`src/rtl/tanh_pkg.sv`:
```
package tanh_pkg;
  localparam int MAG_W   = 5;              // input magnitude bits
  localparam int IN_FRAC = 3;              // fractional bits of input
  localparam int OUT_FRAC = 6;             // fractional bits of output
  localparam int IDX_W   = MAG_W - 1;      // segment index bits below saturation
  localparam int SEG_N   = 1 << IDX_W;     // segments over [0, 2)
  localparam int LVL_W   = OUT_FRAC + 1;   // integer bit plus fraction
  localparam int IN_W    = MAG_W + 1;
  localparam int OUT_W   = LVL_W + 1;

  typedef logic [LVL_W-1:0] lvl_t;

  localparam lvl_t SAT_LVL = lvl_t'(1 << OUT_FRAC);

  // tanh(m/8)*64 rounded to nearest, m = 0..15
  localparam lvl_t STEP_LVL [SEG_N] = '{
    7'd0,  7'd8,  7'd16, 7'd23, 7'd30, 7'd35, 7'd41, 7'd45,
    7'd49, 7'd52, 7'd54, 7'd56, 7'd58, 7'd59, 7'd60, 7'd61
  };

  // segments whose level has bit b set: selects product terms for one OR gate
  function automatic logic [SEG_N-1:0] or_mask(input int b);
    logic [SEG_N-1:0] m;
    m = '0;
    for (int s = 0; s < SEG_N; s++) m[s] = STEP_LVL[s][b];
    return m;
  endfunction
endpackage

```
`src/rtl/tanh_and_plane.sv`:
```
module tanh_and_plane
  import tanh_pkg::*;
(
  input  logic [IDX_W-1:0] idx_i,
  output logic [SEG_N-1:0] term_o
);
  // one product term per segment, each an AND of true/complement literals
  for (genvar s = 0; s < SEG_N; s++) begin : g_term
    localparam logic [IDX_W-1:0] PAT = IDX_W'(s);
    logic [IDX_W-1:0] lit;
    for (genvar b = 0; b < IDX_W; b++) begin : g_lit
      assign lit[b] = PAT[b] ? idx_i[b] : ~idx_i[b];
    end
    assign term_o[s] = &lit;
  end
endmodule

```
`src/rtl/tanh_or_plane.sv`:
```
module tanh_or_plane
  import tanh_pkg::*;
(
  input  logic [SEG_N-1:0] term_i,
  output lvl_t             lvl_o
);
  for (genvar b = 0; b < LVL_W; b++) begin : g_bit
    localparam logic [SEG_N-1:0] MASK = or_mask(b);
    assign lvl_o[b] = |(term_i & MASK);
  end
endmodule

```
`src/rtl/tanh_sign_sat.sv`:
```
module tanh_sign_sat
  import tanh_pkg::*;
(
  input  logic            sign_i,
  input  logic            over_i,
  input  lvl_t            step_i,
  output logic [OUT_W-1:0] res_o
);
  lvl_t mag;
  always_comb begin
    mag   = over_i ? SAT_LVL : step_i;
    // odd symmetry; zero level keeps positive sign
    res_o = {sign_i & (|mag), mag};
  end
endmodule

```
`src/rtl/tanh_ladder.sv`:
```
module tanh_ladder
  import tanh_pkg::*;
#(
  parameter bit REG_OUT = 1'b1
) (
  input  logic             clk_i,
  input  logic             rst_ni,
  input  logic [IN_W-1:0]  in_i,
  output logic [OUT_W-1:0] out_o
);
  logic [SEG_N-1:0] term;
  lvl_t             step;
  logic [OUT_W-1:0] res;

  tanh_and_plane u_and (
    .idx_i (in_i[IDX_W-1:0]),
    .term_o(term)
  );

  tanh_or_plane u_or (
    .term_i(term),
    .lvl_o (step)
  );

  tanh_sign_sat u_sat (
    .sign_i(in_i[IN_W-1]),
    .over_i(|in_i[MAG_W-1:IDX_W]),
    .step_i(step),
    .res_o (res)
  );

  if (REG_OUT) begin : g_reg
    logic [OUT_W-1:0] res_q;
    always_ff @(posedge clk_i or negedge rst_ni) begin
      if (!rst_ni) res_q <= '0;
      else         res_q <= res;
    end
    assign out_o = res_q;
  end else begin : g_comb
    logic unused;
    assign unused = clk_i ^ rst_ni;
    assign out_o  = res;
  end
endmodule

```
`config.mk`:
```
export PLATFORM = sky130hd
export DESIGN_NAME = tanh_ladder
export DESIGN_NICKNAME = d
export VERILOG_FILES = /design/src/rtl/tanh_pkg.sv /design/src/rtl/tanh_and_plane.sv /design/src/rtl/tanh_or_plane.sv /design/src/rtl/tanh_sign_sat.sv /design/src/rtl/tanh_ladder.sv
export SDC_FILE = /design/constraint.sdc
export NUM_CORES = 1
export LEC_CHECK = 0
export ABC_AREA = 1
export BUFFER_PORTS_ARGS = -buffer_cell sky130_fd_sc_hd__buf_2
export CAP_MARGIN = 40
export CORE_AREA = 2 2 39 41
export DETAILED_ROUTE_END_ITERATION = 7
export DIE_AREA = 0 0 41 43
export GPL_TIMING_DRIVEN = 0
export HOLD_SLACK_MARGIN = 0.12
export PLACE_DENSITY = 0.57
export SLEW_MARGIN = 20
export SYNTH_ARGS = -nofsm -noshare
export SYNTH_HDL_FRONTEND = slang
export SYNTH_SLANG_ARGS = --single-unit
```
`constraint.sdc`:
```
create_clock -name clk_i -period 0.8 [get_ports clk_i]
set_input_delay 0.12 -clock clk_i [delete_from_list [all_inputs] [get_ports clk_i]]
set_output_delay 0.12 -clock clk_i [all_outputs]
set_load 0.05 [all_outputs]
```
Yosys cells after proc, flatten, opt, wreduce, memory -nomap -nowiden
Cells that the tools add are included.
{"block": "word_totals", "ff_bits": 8, "inputBits": 8}
{"block": "classes", "mux": 1, "n_bitwise": 5, "reduce_logical": 22}
{"operator": "AND reduction 4 bit", "count": 15}
{"operator": "OR reduction 11 bit", "count": 2}
{"operator": "OR reduction 7 bit", "count": 3}
{"operator": "OR reduction 9 bit", "count": 1}
{"operator": "two-way mux 7 bit", "count": 1}
{"operator": "OR reduction 6 bit", "count": 1}
{"operator": "NOT 1 bit", "count": 4}
{"operator": "bitwise AND 1 bit", "count": 1}

Logic depth before layout (Yosys ltp)
{"block": "logic_depth", "depth_word": 6, "ltp_mapped": 7, "mapped_depth_nobuf": 6}

Cells and area by module
A second synthesis with hierarchy kept.
{"block": "unflattened", "cells_unflattened": 98, "area_unflattened_um2": 580.6}
{"mod": "tanh_ladder", "instances": 1, "cells_each": 8, "area_each_um2": 200.2, "seq_area_each_um2": 200.2}
{"mod": "tanh_or_plane", "instances": 1, "cells_each": 35, "area_each_um2": 145.1, "seq_area_each_um2": 0.0}
{"mod": "tanh_and_plane", "instances": 1, "cells_each": 32, "area_each_um2": 120.1, "seq_area_each_um2": 0.0}
{"mod": "tanh_sign_sat", "instances": 1, "cells_each": 23, "area_each_um2": 115.1, "seq_area_each_um2": 0.0}

Worst setup path before layout
OpenSTA, ideal clock, no wires.
{"block": "synth_timing", "path_kind": "input-to-reg", "from": "input port in_i[2]", "to": "register g_reg.res_q[7], in the netlist out_o[7]", "setup_ps": 113, "arrival_ps": 680, "required_time_ps": 687, "setup_slack_ps": 8, "path_stages": 7, "path_buffers": 1, "path_cell_list": "buf_6 -> nor2_2 -> nor2_1 -> nor2_2 -> nand4_1 -> nand2_1 -> inv_1"}
{"block": "synth_via", "elab_chain_cells": 6, "elab_cells_between_ends": 25}
{"item": "from (decl)", "line": "tanh_ladder.sv:8", "rtl": "input logic [IN_W-1:0] in_i,"}
{"item": "NOT 1 bit"}
{"item": "AND reduction 4 bit", "line": "tanh_and_plane.sv:14", "rtl": "assign term_o[s] = &lit;"}
{"item": "OR reduction 11 bit, or another cell as far along", "line": "tanh_or_plane.sv:9", "rtl": "assign lvl_o[b] = |(term_i & MASK);"}
{"item": "two-way mux 7 bit *", "line": "tanh_sign_sat.sv:11", "rtl": "mag = over_i ? SAT_LVL : step_i;"}
{"item": "OR reduction 7 bit *", "line": "tanh_sign_sat.sv:13", "rtl": "res_o = {sign_i & (|mag), mag};"}
{"item": "bitwise AND 1 bit *", "line": "tanh_sign_sat.sv:13"}
{"item": "named net res[7]", "line": "tanh_ladder.sv:13", "rtl": "logic [OUT_W-1:0] res;"}
{"item": "to (signal assigned)", "line": "tanh_ladder.sv:36", "rtl": "else res_q <= res;"}
{"item": "to (decl)", "line": "tanh_ladder.sv:33", "rtl": "logic [OUT_W-1:0] res_q;"}
Mark *: on every way through the listed nets, which the timed path passes. The rest lies on a longest branch.

Worst setup path in the final report
{"block": "layout_timing", "from": "register g_reg.res_q[1], in the netlist out_o[1]", "to": "output port out_o[1]"}
{"item": "to (decl)", "line": "tanh_ladder.sv:9", "rtl": "output logic [OUT_W-1:0] out_o"}
No word-level cell between the ends.

==> impl_results.md <==
- Power, Total: around 1.1 mW
- Top Family by Delay on Critical Path: flip-flops
- Crit path largest cell delay: between 0.3 and 0.4 ns
- Tmin final: 0.893 ns
- Part of the cycle the worst path needs: 112%
- Die Wd: 41 µm
- Clock sinks: 8
- Routed len/inst: between 9 and 10 µm
- Post-synthesis cell type count: 17
- RSZ-0062 raised after global routing: true
- Initial Utilization: 29.1%
- Pwr dens: 1710 mW/mm²
- Synth Cell Area: 403 µm²
- Most frequent cells in the layout: nand2_1, buf_6, dfrtp_1
- GR met2 Demand/Resource: 16.6%
- CP Capture Type: output pin
- Mean number of vias per cell: 4.51
- Finished Layout Cells: between 80 and 90
- Layout Nets: 83
- Max reg flops: 8
- Setup CP Type: reg2out
- Dpl cell area: 493 µm²
- DR vias: around 400
- Pre-CTS WS: -0.0926 ns
- Remaining Overflow, GRT: 0
- Critical Path Source Type: flip-flop
- Sw Ratio: between 30% and 40%
- Dpl cells: 81
- GRT Total Usage: 11.8%
- Final wirelength: between 800 and 900 µm
- Most common cell after layout, fill and taps aside: nand2_1
- CTS tree: yes
- Die height: 43 µm
- DPL Wire Length: 628 µm
- P_leak: 0.329 nW
- Fin. Hold Viols: 0
- IO Port Bufs: 14
- CP max stage cell: dfrtp_1
- Clock buffer depth: 2
- Fraction of layout cells with a size suffix above 1: approximately a third
- Worst-case vdd ir drop: 501 µV
- Status: finished with violations
- Arr. time, crit path: 0.77 ns
- GPL Wtd Cong: 0.822
- P&R area growth vs syn: 54.3%
- Die Area: 0.00176 mm²
- First-pass GRT wire length: ~1400 µm
- Met3 Resource Use GR: 2.09%
- FP Rows: 14
- CTS H-tree depth: 1
- FMAX: between 1 and 1.5 GHz
- Worst slew pin tran: 0.236 ns
- Final Instance Area: just over 600 µm²
- Clock root cell: clkbuf_4
- Worst hold margin: 0.121 ns
- Fillers: approximately 140
- Clock group share of total power: 28.1%
- Violated checks: negative setup slack
- Pin count of the biggest net entering global routing: 9
- Worst Path Buf+Inv: 1
- Number of global-route vias before repair: ~350
- Met1 Use GR: around 16%
- Pre-antenna DRT Iters: 4
- Syn Inst Count: 51
- Reg power frac: a little over two fifths
- Antenna cells: 0
- Final ANT Viol Nets: 0
- Cell internal pwr: 725 µW
- Switching power: 340 µW
- Initial antenna violation count: 0
- Synth warn: 0
- Combinational share of power: 30.0%
- Worst hold path type: in2reg
- Max-slew violations: 0
- Inserted Clock Buffers: 3
- Flops & latches, synth: 8
- Clock transition at path regs: ~0.050 ns
- Iteration-0 DRC Markers: 14
- Relative slew margins: 84.3%
- Core Region: 0.00138 mm²
- Setup WS post-layout: -0.0930 ns
- Grt peak-use layer: met2
- CP Max Fanout: 1
- Setup violators final: 8
- Residual DRC: 0
- Ports: 16
- Syn_area_per_cell: approximately 7.9 µm²
- Max-cap viol count: 0
- Sequential area share after synthesis: 49.7%
- Synth Net Count: 59
- Required @ worst endpoint: roughly 0.68 ns
- Cells along the critical path: buf_6
-- final timing paths --
check,from,endpoint,slack (ns),cells past startpoint
setup / recovery,out_o[1]$_DFF_PN0_,out_o[1],-0.09,1
hold / removal,in_i[4],out_o[1]$_DFF_PN0_,0.12,2
max in group asynchronous,rst_ni,out_o[0]$_DFF_PN0_,0.41,2
min in group asynchronous,rst_ni,out_o[6]$_DFF_PN0_,0.23,2
-- cells in the mapped netlist --
master	n	area share (%)
nand2_1	11	10
dfrtp_1	8	50
buf_6	1	2.8
a21oi_2	1	2.2
nand3_1	3	3.7
o21ai_1	1	1.2
nor2_1	6	5.6
o21a_1	1	1.9
nor2_2	2	3.1
and3_1	1	1.6
inv_2	2	1.9
a31oi_1	2	3.1
a21oi_1	3	3.7
clkinv_1	1	0.93
nand4_1	1	1.6
nor3_1	1	1.2
inv_1	6	5.6
-- layer usage --
| metal | share of wire [%] | up-vias |
|---|---|---|
| met2 | 46 | 18 |
| met3 | 6.0 | 3 |
| met1 | 45 | 174 |
| li1 | - | 206 |
| met4 | 2.8 | 0 |
| met5 | 0 | - |
-- per-stage QoR --
stage                     utilization (%)  setup TNS [ns]
final                                44.9          -0.705
after floorplan                         -               0
after global placement               35.6          -0.161
after global routing                 44.9          -0.882
after detailed placement             35.6          -0.137
after CTS                            44.5          -0.755
-- power by group through the flow --
stage	clock, mW	sequential [mW]	combinational, mW
floorplan	0	0.551	0.0803
global placement	0	0.445	0.262
detailed placement	0	0.446	0.262
CTS	0.307	0.446	0.317
global route	0.325	0.448	0.347
finish	0.299	0.446	0.320
-- logic make-up (layout without fill, tap and decap cells) --
family / count (synthesis) / count (layout) / share of synthesized area (%)
AO/OA/AOI/OAI: 8 / 8 / 12.1
buffers and inverters: 10 / 32 / 11.2
flip-flops: 8 / 8 / 49.7
AND/OR/NAND/NOR: 25 / 25 / 27.0
-- final cells by class --
| class | instances | area [µm²] | share of cell area (%) |
|---|---|---|---|
| Sequential cell | 8 | 200 | 32.2 |
| Timing Repair Buffer | 19 | 173 | 27.8 |
| Multi-Input combinational cell | 33 | 161 | 26.0 |
| Inverter | 9 | 33.8 | 5.43 |
| Clock buffer | 3 | 22.5 | 3.62 |
| Tap cell | 16 | 20.0 | 3.22 |
| Buffer | 1 | 11.3 | 1.81 |
-- what timing repair did --
| action | 4_1_cts | 5_1_grt |
|---|---|---|
| setup endpoints to repair | 8 | 10 |
| setup buffers | 0 | 0 |
| hold buffers | 5 | 0 |
| endpoints found under the hold margin | 12 | 0 |
| gates resized for setup | 16 | 2 |
Note: power is estimated with default switching activity, not from simulation.
